===== config.mk =====
export PLATFORM = sky130hd
export DESIGN_NAME = mesi_line_ctrl
export DESIGN_NICKNAME = d
export VERILOG_FILES = /design/src/rtl/mesi_pkg.sv /design/src/rtl/mesi_ctl_regs.sv /design/src/rtl/mesi_fill_track.sv /design/src/rtl/mesi_next_state.sv /design/src/rtl/mesi_line_ctrl.sv
export SDC_FILE = /design/constraint.sdc
export NUM_CORES = 1
export LEC_CHECK = 0
export CORE_AREA = 2 2 39 41
export CTS_CLUSTER_DIAMETER = 150
export DETAILED_ROUTE_END_ITERATION = 8
export DIE_AREA = 0 0 41 43
export DONT_BUFFER_PORTS = 1
export PLACE_DENSITY = 0.48
export SLEW_MARGIN = 20
export SYNTH_ARGS = -nofsm -noshare
export SYNTH_HDL_FRONTEND = slang
export SYNTH_SLANG_ARGS = --single-unit

===== constraint.sdc =====
create_clock -name clk -period 1.25 [get_ports clk]
set_input_delay 0.1875 -clock clk [delete_from_list [all_inputs] [get_ports clk]]
set_output_delay 0.1875 -clock clk [all_outputs]
set_load 0.02 [all_outputs]

===== src/rtl/mesi_pkg.sv =====
package mesi_pkg;

   typedef enum logic [1:0] {
      ST_INV  = 2'b00,
      ST_SHR  = 2'b01,
      ST_EXC  = 2'b10,
      ST_MOD  = 2'b11
   } line_st_t;

   typedef enum logic [1:0] {
      AK_READ  = 2'b00,
      AK_WRITE = 2'b01,
      AK_FIRST = 2'b10,
      AK_DONE  = 2'b11
   } acc_kind_t;

endpackage


===== src/rtl/mesi_ctl_regs.sv =====
module mesi_ctl_regs #(
   parameter int RESET_CD = 1,
   parameter int RESET_NW = 1
) (
   input  logic clk,
   input  logic rst_n,
   input  logic soft_rst,
   input  logic we,
   input  logic cd_in,
   input  logic nw_in,
   output logic cd_q,
   output logic nw_q
);
   localparam logic CD_INIT = (RESET_CD != 0);
   localparam logic NW_INIT = (RESET_NW != 0);

   generate
      if (RESET_CD < 0 || RESET_CD > 1) begin : g_bad_cd
         $error("RESET_CD must be 0 or 1");
      end
      if (RESET_NW < 0 || RESET_NW > 1) begin : g_bad_nw
         $error("RESET_NW must be 0 or 1");
      end
   endgenerate

   always_ff @(posedge clk or negedge rst_n) begin
      if (!rst_n) begin
         cd_q <= CD_INIT;
         nw_q <= NW_INIT;
      end else if (we && !soft_rst) begin
         cd_q <= cd_in;
         nw_q <= nw_in;
      end
   end

   // soft reset keeps the control bits
   p_soft_keeps_ctl_r12: assert property (@(posedge clk) disable iff (!rst_n)
      soft_rst |=> ($stable(cd_q) && $stable(nw_q)));

   // a control write lands one edge later
   p_ctl_load_r13: assert property (@(posedge clk) disable iff (!rst_n)
      (we && !soft_rst) |=> (cd_q == $past(cd_in) && nw_q == $past(nw_in)));

endmodule


===== src/rtl/mesi_fill_track.sv =====
module mesi_fill_track (
   input  logic clk,
   input  logic rst_n,
   input  logic soft_rst,
   input  logic start,
   input  logic finish,
   input  logic wb_in,
   input  logic pwt_in,
   output logic armed_q,
   output logic excl_q
);
   always_ff @(posedge clk or negedge rst_n) begin
      if (!rst_n) begin
         armed_q <= 1'b0;
         excl_q  <= 1'b0;
      end else if (soft_rst) begin
         armed_q <= 1'b0;
      end else if (start) begin
         armed_q <= 1'b1;
         excl_q  <= wb_in && !pwt_in;
      end else if (finish) begin
         armed_q <= 1'b0;
      end
   end

   // the fill choice is captured only on the first beat
   p_capture_r4: assert property (@(posedge clk) disable iff (!rst_n)
      (start && !soft_rst) |=> (armed_q && excl_q == ($past(wb_in) && !$past(pwt_in))));

   // soft reset drops the pending fill
   p_soft_drop_r12: assert property (@(posedge clk) disable iff (!rst_n)
      soft_rst |=> !armed_q);

endmodule


===== src/rtl/mesi_next_state.sv =====
module mesi_next_state
   import mesi_pkg::*;
(
   input  line_st_t  cur,
   input  logic      acc_valid,
   input  acc_kind_t kind,
   input  logic      soft_rst,
   input  logic      cd,
   input  logic      armed,
   input  logic      excl,
   output line_st_t  nxt,
   output logic      bus_wr,
   output logic      cb_req,
   output logic      fill_start,
   output logic      fill_end
);
   always_comb begin
      nxt        = cur;
      bus_wr     = 1'b0;
      cb_req     = 1'b0;
      fill_start = 1'b0;
      fill_end   = 1'b0;
      if (acc_valid && !soft_rst) begin
         unique case (kind)
            AK_READ: begin
               nxt = cur;
            end
            AK_WRITE: begin
               unique case (cur)
                  ST_INV:  bus_wr = 1'b1;
                  ST_SHR:  bus_wr = 1'b1;
                  ST_EXC:  nxt    = ST_MOD;
                  ST_MOD:  nxt    = ST_MOD;
               endcase
            end
            AK_FIRST: begin
               if (!cd) begin
                  fill_start = 1'b1;
                  cb_req     = (cur == ST_MOD);
               end
            end
            AK_DONE: begin
               if (armed) begin
                  fill_end = 1'b1;
                  nxt      = excl ? ST_EXC : ST_SHR;
               end
            end
         endcase
      end
   end
endmodule


===== src/rtl/mesi_line_ctrl.sv =====
module mesi_line_ctrl
   import mesi_pkg::*;
#(
   parameter int RESET_CD = 1,
   parameter int RESET_NW = 1,
   parameter int FLAG_REG = 1
) (
   input  logic       clk,
   input  logic       rst_n,
   input  logic       soft_rst,
   input  logic       ctl_we,
   input  logic       ctl_cd,
   input  logic       ctl_nw,
   input  logic       acc_valid,
   input  logic [1:0] acc_kind,
   input  logic       page_wt,
   input  logic       fill_wb,
   output logic [1:0] line_state,
   output logic [1:0] line_next,
   output logic       bus_write,
   output logic       copyback_req,
   output logic       cd_q,
   output logic       nw_q
);
   localparam logic [1:0] ENC_MOD = 2'(ST_MOD);
   localparam logic [1:0] ENC_SHR = 2'(ST_SHR);
   localparam logic [1:0] ENC_EXC = 2'(ST_EXC);
   localparam logic [1:0] ENC_INV = 2'(ST_INV);

   generate
      if (FLAG_REG < 0 || FLAG_REG > 1) begin : g_bad_flag
         $error("FLAG_REG must be 0 or 1");
      end
   endgenerate

   line_st_t st_q, st_d;
   logic     armed, excl, f_start, f_end, bw_d, cb_d;

   mesi_ctl_regs #(.RESET_CD(RESET_CD), .RESET_NW(RESET_NW)) u_ctl (
      .clk(clk), .rst_n(rst_n), .soft_rst(soft_rst), .we(ctl_we),
      .cd_in(ctl_cd), .nw_in(ctl_nw), .cd_q(cd_q), .nw_q(nw_q)
   );

   mesi_fill_track u_fill (
      .clk(clk), .rst_n(rst_n), .soft_rst(soft_rst),
      .start(f_start), .finish(f_end), .wb_in(fill_wb), .pwt_in(page_wt),
      .armed_q(armed), .excl_q(excl)
   );

   mesi_next_state u_nxt (
      .cur(st_q), .acc_valid(acc_valid), .kind(acc_kind_t'(acc_kind)),
      .soft_rst(soft_rst), .cd(cd_q), .armed(armed), .excl(excl),
      .nxt(st_d), .bus_wr(bw_d), .cb_req(cb_d),
      .fill_start(f_start), .fill_end(f_end)
   );

   always_ff @(posedge clk or negedge rst_n) begin
      if (!rst_n) st_q <= ST_INV;
      else        st_q <= st_d;
   end

   assign line_state = st_q;
   assign line_next  = st_d;

   generate
      if (FLAG_REG != 0) begin : g_flag_reg
         logic bw_q, cb_q;
         always_ff @(posedge clk or negedge rst_n) begin
            if (!rst_n) begin
               bw_q <= 1'b0;
               cb_q <= 1'b0;
            end else begin
               bw_q <= bw_d;
               cb_q <= cb_d;
            end
         end
         assign bus_write    = bw_q;
         assign copyback_req = cb_q;

         // write to a Shared line goes to the bus
         p_shared_write_r7: assert property (@(posedge clk) disable iff (!rst_n)
            (acc_valid && !soft_rst && acc_kind == 2'b01 && line_state == ENC_SHR)
            |=> (line_state == ENC_SHR && bus_write));

         // write to an Invalid line goes to the bus without allocation
         p_inv_write_r8: assert property (@(posedge clk) disable iff (!rst_n)
            (acc_valid && !soft_rst && acc_kind == 2'b01 && line_state == ENC_INV)
            |=> (line_state == ENC_INV && bus_write));

         // replacing a Modified line asks for a copy-back and stays Modified
         p_copyback_r10: assert property (@(posedge clk) disable iff (!rst_n)
            (acc_valid && !soft_rst && acc_kind == 2'b10 && !cd_q && line_state == ENC_MOD)
            |=> (copyback_req && line_state == ENC_MOD));

         // no copy-back while the cache is disabled
         p_no_cb_disabled_r11: assert property (@(posedge clk) disable iff (!rst_n)
            cd_q && !ctl_we |=> !copyback_req);
      end else begin : g_flag_comb
         assign bus_write    = bw_d;
         assign copyback_req = cb_d;
      end
   endgenerate

   // write to an Exclusive line dirties it silently
   p_exc_write_r5: assert property (@(posedge clk) disable iff (!rst_n)
      (acc_valid && !soft_rst && acc_kind == 2'b01 && line_state == ENC_EXC)
      |=> (line_state == ENC_MOD));

   // reads and writes keep a Modified line Modified
   p_mod_hold_r6: assert property (@(posedge clk) disable iff (!rst_n)
      (acc_valid && !soft_rst && !acc_kind[1] && line_state == ENC_MOD)
      |=> (line_state == ENC_MOD));

   // soft reset keeps the line state
   p_soft_keeps_state_r12: assert property (@(posedge clk) disable iff (!rst_n)
      soft_rst |=> $stable(line_state));

endmodule


==> out/results.ini <==
[outcome]
status = complete, but fails checks
violations = setup timing

[setup_path]
cp.arrival_ns = 1.22
crit_slowest_cell = dfrtp_1
worst-setup-path-type = register to primary output
required_ns = 1.06
cp_num_buf_inv = 0
max_stage_delay_ns = 0.39
worstSetupEndpointType = primary output
critPathMaxFanout = 4
critPathTopFamily = flip-flops
start_kind = register
path_cells = nor3b_4, mux2_4

[timing]
worst_pin_slew_ns = 0.3596
finClkSkew_ns = 0.01000
whs_ns = 0.02658
tns_ns = -0.1938
hold_viol = 0
timing.final.crit_share = 1.123
setup_slack_ns = -0.1537
max_freq_ghz = 0.7124
slew_viol_final = 0
max_slew_margin = 0.7595
setup_violations = 2
rsz0062_at_grt = yes
layout_min_cycle_time_ns = 1.404

[floorplanning]
num_rows = 14
die_x_um = 41
die-area_mm2 = 0.001763
chipHeight_um = 43
ios = 19
start_util = 0.2658
core_mm2 = 0.001384

[yosys]
syn_nets = 40
ys_seq_elements = 8
ys_seq_area_frac = 0.5510
synth.avg_cell_area_um2 = 12.68
synth.distinct_cells = 18
yosysWarnings = 0
syn_inst = 29
synthesis.area_um2 = 367.9

[global_routing]
grt_pass1_vias = 325
gr-usage-all-layers = 0.1217
antenna_found_initial = 0
grt_pass1_wl_um = 1407
gr-total-overflow = 0
grt_max_degree = 9

[placement]
place.gp.congestion = 0.6971
port_buffers = 0

[routing]
avgRoutedWirePerCell_um = 13.64
finalWirelength_um = 764
vias = 271
drt-initial-drc-count = 5
post-route-drc-count = 0
ant_nets = 0
routed_via_density = 4.839
firstDrtPassIters = 2

[cells_and_area]
n_fill_cell = 136
multi_input_area_um2 = 181.4
final_util = 0.3553
syn_to_final_growth_pct = 33.67
num_antenna_cells = 0
drive_gt1_frac = 0.4250
seqCellArea_um2 = 202.7
num-nets-final = 52

[cts]
clk-insertion-delay-late_ns = 0.25
cts_tree = yes
clock-sinks = 8
clock_path_buffers = 2
cts-root-buf = clkbuf_4
clk_pin_slew_ns = 0.06
cts_buffers = 3
htreeDepth = 1

[worst_hold_path]
hold_path.class = input port to register

[power]
ir_worst_vdd_v = 0.0007303
p_per_area_mw_per_mm2 = 1278
p_leak_nw = 0.2162

[flow_run]
maxCapViolCount = 0

cell usage after synthesis (all sizes together):
library cell | n | share of area
a2bb2oi | 1 | 0.024
a31oi | 1 | 0.017
and3 | 1 | 0.017
dfrtp | 6 | 0.41
dfstp | 2 | 0.14
mux2 | 4 | 0.12
nand2 | 2 | 0.027
nand3 | 1 | 0.014
nand3b | 1 | 0.020
nor2 | 3 | 0.031
nor2b | 2 | 0.034
nor3 | 1 | 0.014
nor3b | 1 | 0.034
nor4 | 1 | 0.058
o21a | 1 | 0.020
o22ai | 1 | 0.017
path summary, 6_finish.rpt:
check | from | end | slack, ns | cells after the start
min in group asynchronous | rst_n | line_state[1] | 0.28 | 1
min reg2reg | u_fill.excl_q | u_fill.excl_q | 0.53 | 1
max | u_fill.armed_q | line_next[1] | -0.15 | 2
max in group asynchronous | rst_n | u_ctl.nw_q | 0.66 | 1
max reg2reg | u_fill.armed_q | line_state[1] | 0.16 | 2
min | acc_kind[1] | line_state[0] | 0.03 | 1
where the power goes:
| part | total [mW] | leakage [nW] | switching [mW] | internal, mW |
|---|---|---|---|---|
| clock | 0.208 | 0.0150 | 0.0857 | 0.122 |
| sequential | 0.318 | 0.103 | 0.0269 | 0.291 |
| combinational | 0.103 | 0.0984 | 0.0492 | 0.0535 |
metrics by stage:
step / power (mW) / std cells / setup WS (ns) / area (um^2)
after detailed placement: 0.4042 / 49 / 0.02665 / 417.9
after global placement: 0.4035 / 49 / 0.09084 / 417.9
after global routing: 0.6829 / 56 / -0.2336 / 491.7
after floorplan: 0.3774 / 29 / 0.007257 / 367.9
after CTS: 0.6373 / 56 / -0.1670 / 491.7
final: 0.6286 / 56 / -0.1537 / 491.7
cell type report:
type,instances,area share
flip-flops and latches,8,0.4122
multi-input cells,21,0.3690
repair buffers,7,0.1247
clock buffers,4,0.05344
well taps,16,0.04071
cell families after synthesis:
logic type / synth area share
mux: 0.1224
simple gates: 0.2483
flops: 0.5510
compound gates: 0.07827
cells in the final DEF (no fill, tap or decap):
master and instances:
dlygate4sd3_1 2, buf_4 4, nor3_1 1, mux2_4 1, a31oi_1 1, nand3b_1 1, nor4_4 1, nand2_1 1
mux2_1 1, dfstp_2 2, nor2_1 3, dfrtp_1 6, buf_6 1, o22ai_1 1, mux2_2 2, clkbuf_4 3
and3_1 1, nor3b_4 1, nor2b_1 2, a2bb2oi_2 1, nand3_1 1, o21a_1 1, nand2_2 1, clkbuf_1 1
registers in the layout, summed over array words and instances (netlist names):
signal          flops
line_state          2
u_ctl.nw_q          1
u_fill.armed_q      1
u_fill.excl_q       1
copyback_req        1
bus_write           1
u_ctl.cd_q          1
metal layers:
metal | vias to the layer above | part of all wire | track usage
met3 | 2 | 0.14 | 0.08377
met5 | - | 0 | 0
met4 | 0 | 0.013 | 0.06000
met1 | 125 | 0.36 | 0.1327
li1 | 128 | - | -
met2 | 16 | 0.48 | 0.1719
timing repair:
action | in CTS | in global routing
hold buffers | 2 | 0
endpoints found under the hold margin | 9 | 0
pin swaps | 1 | 0
resized for setup | 5 | 0
setup buffers | 1 | 0
endpoints found under the setup margin | 2 | 2
Power figures use the tool's default switching activity.
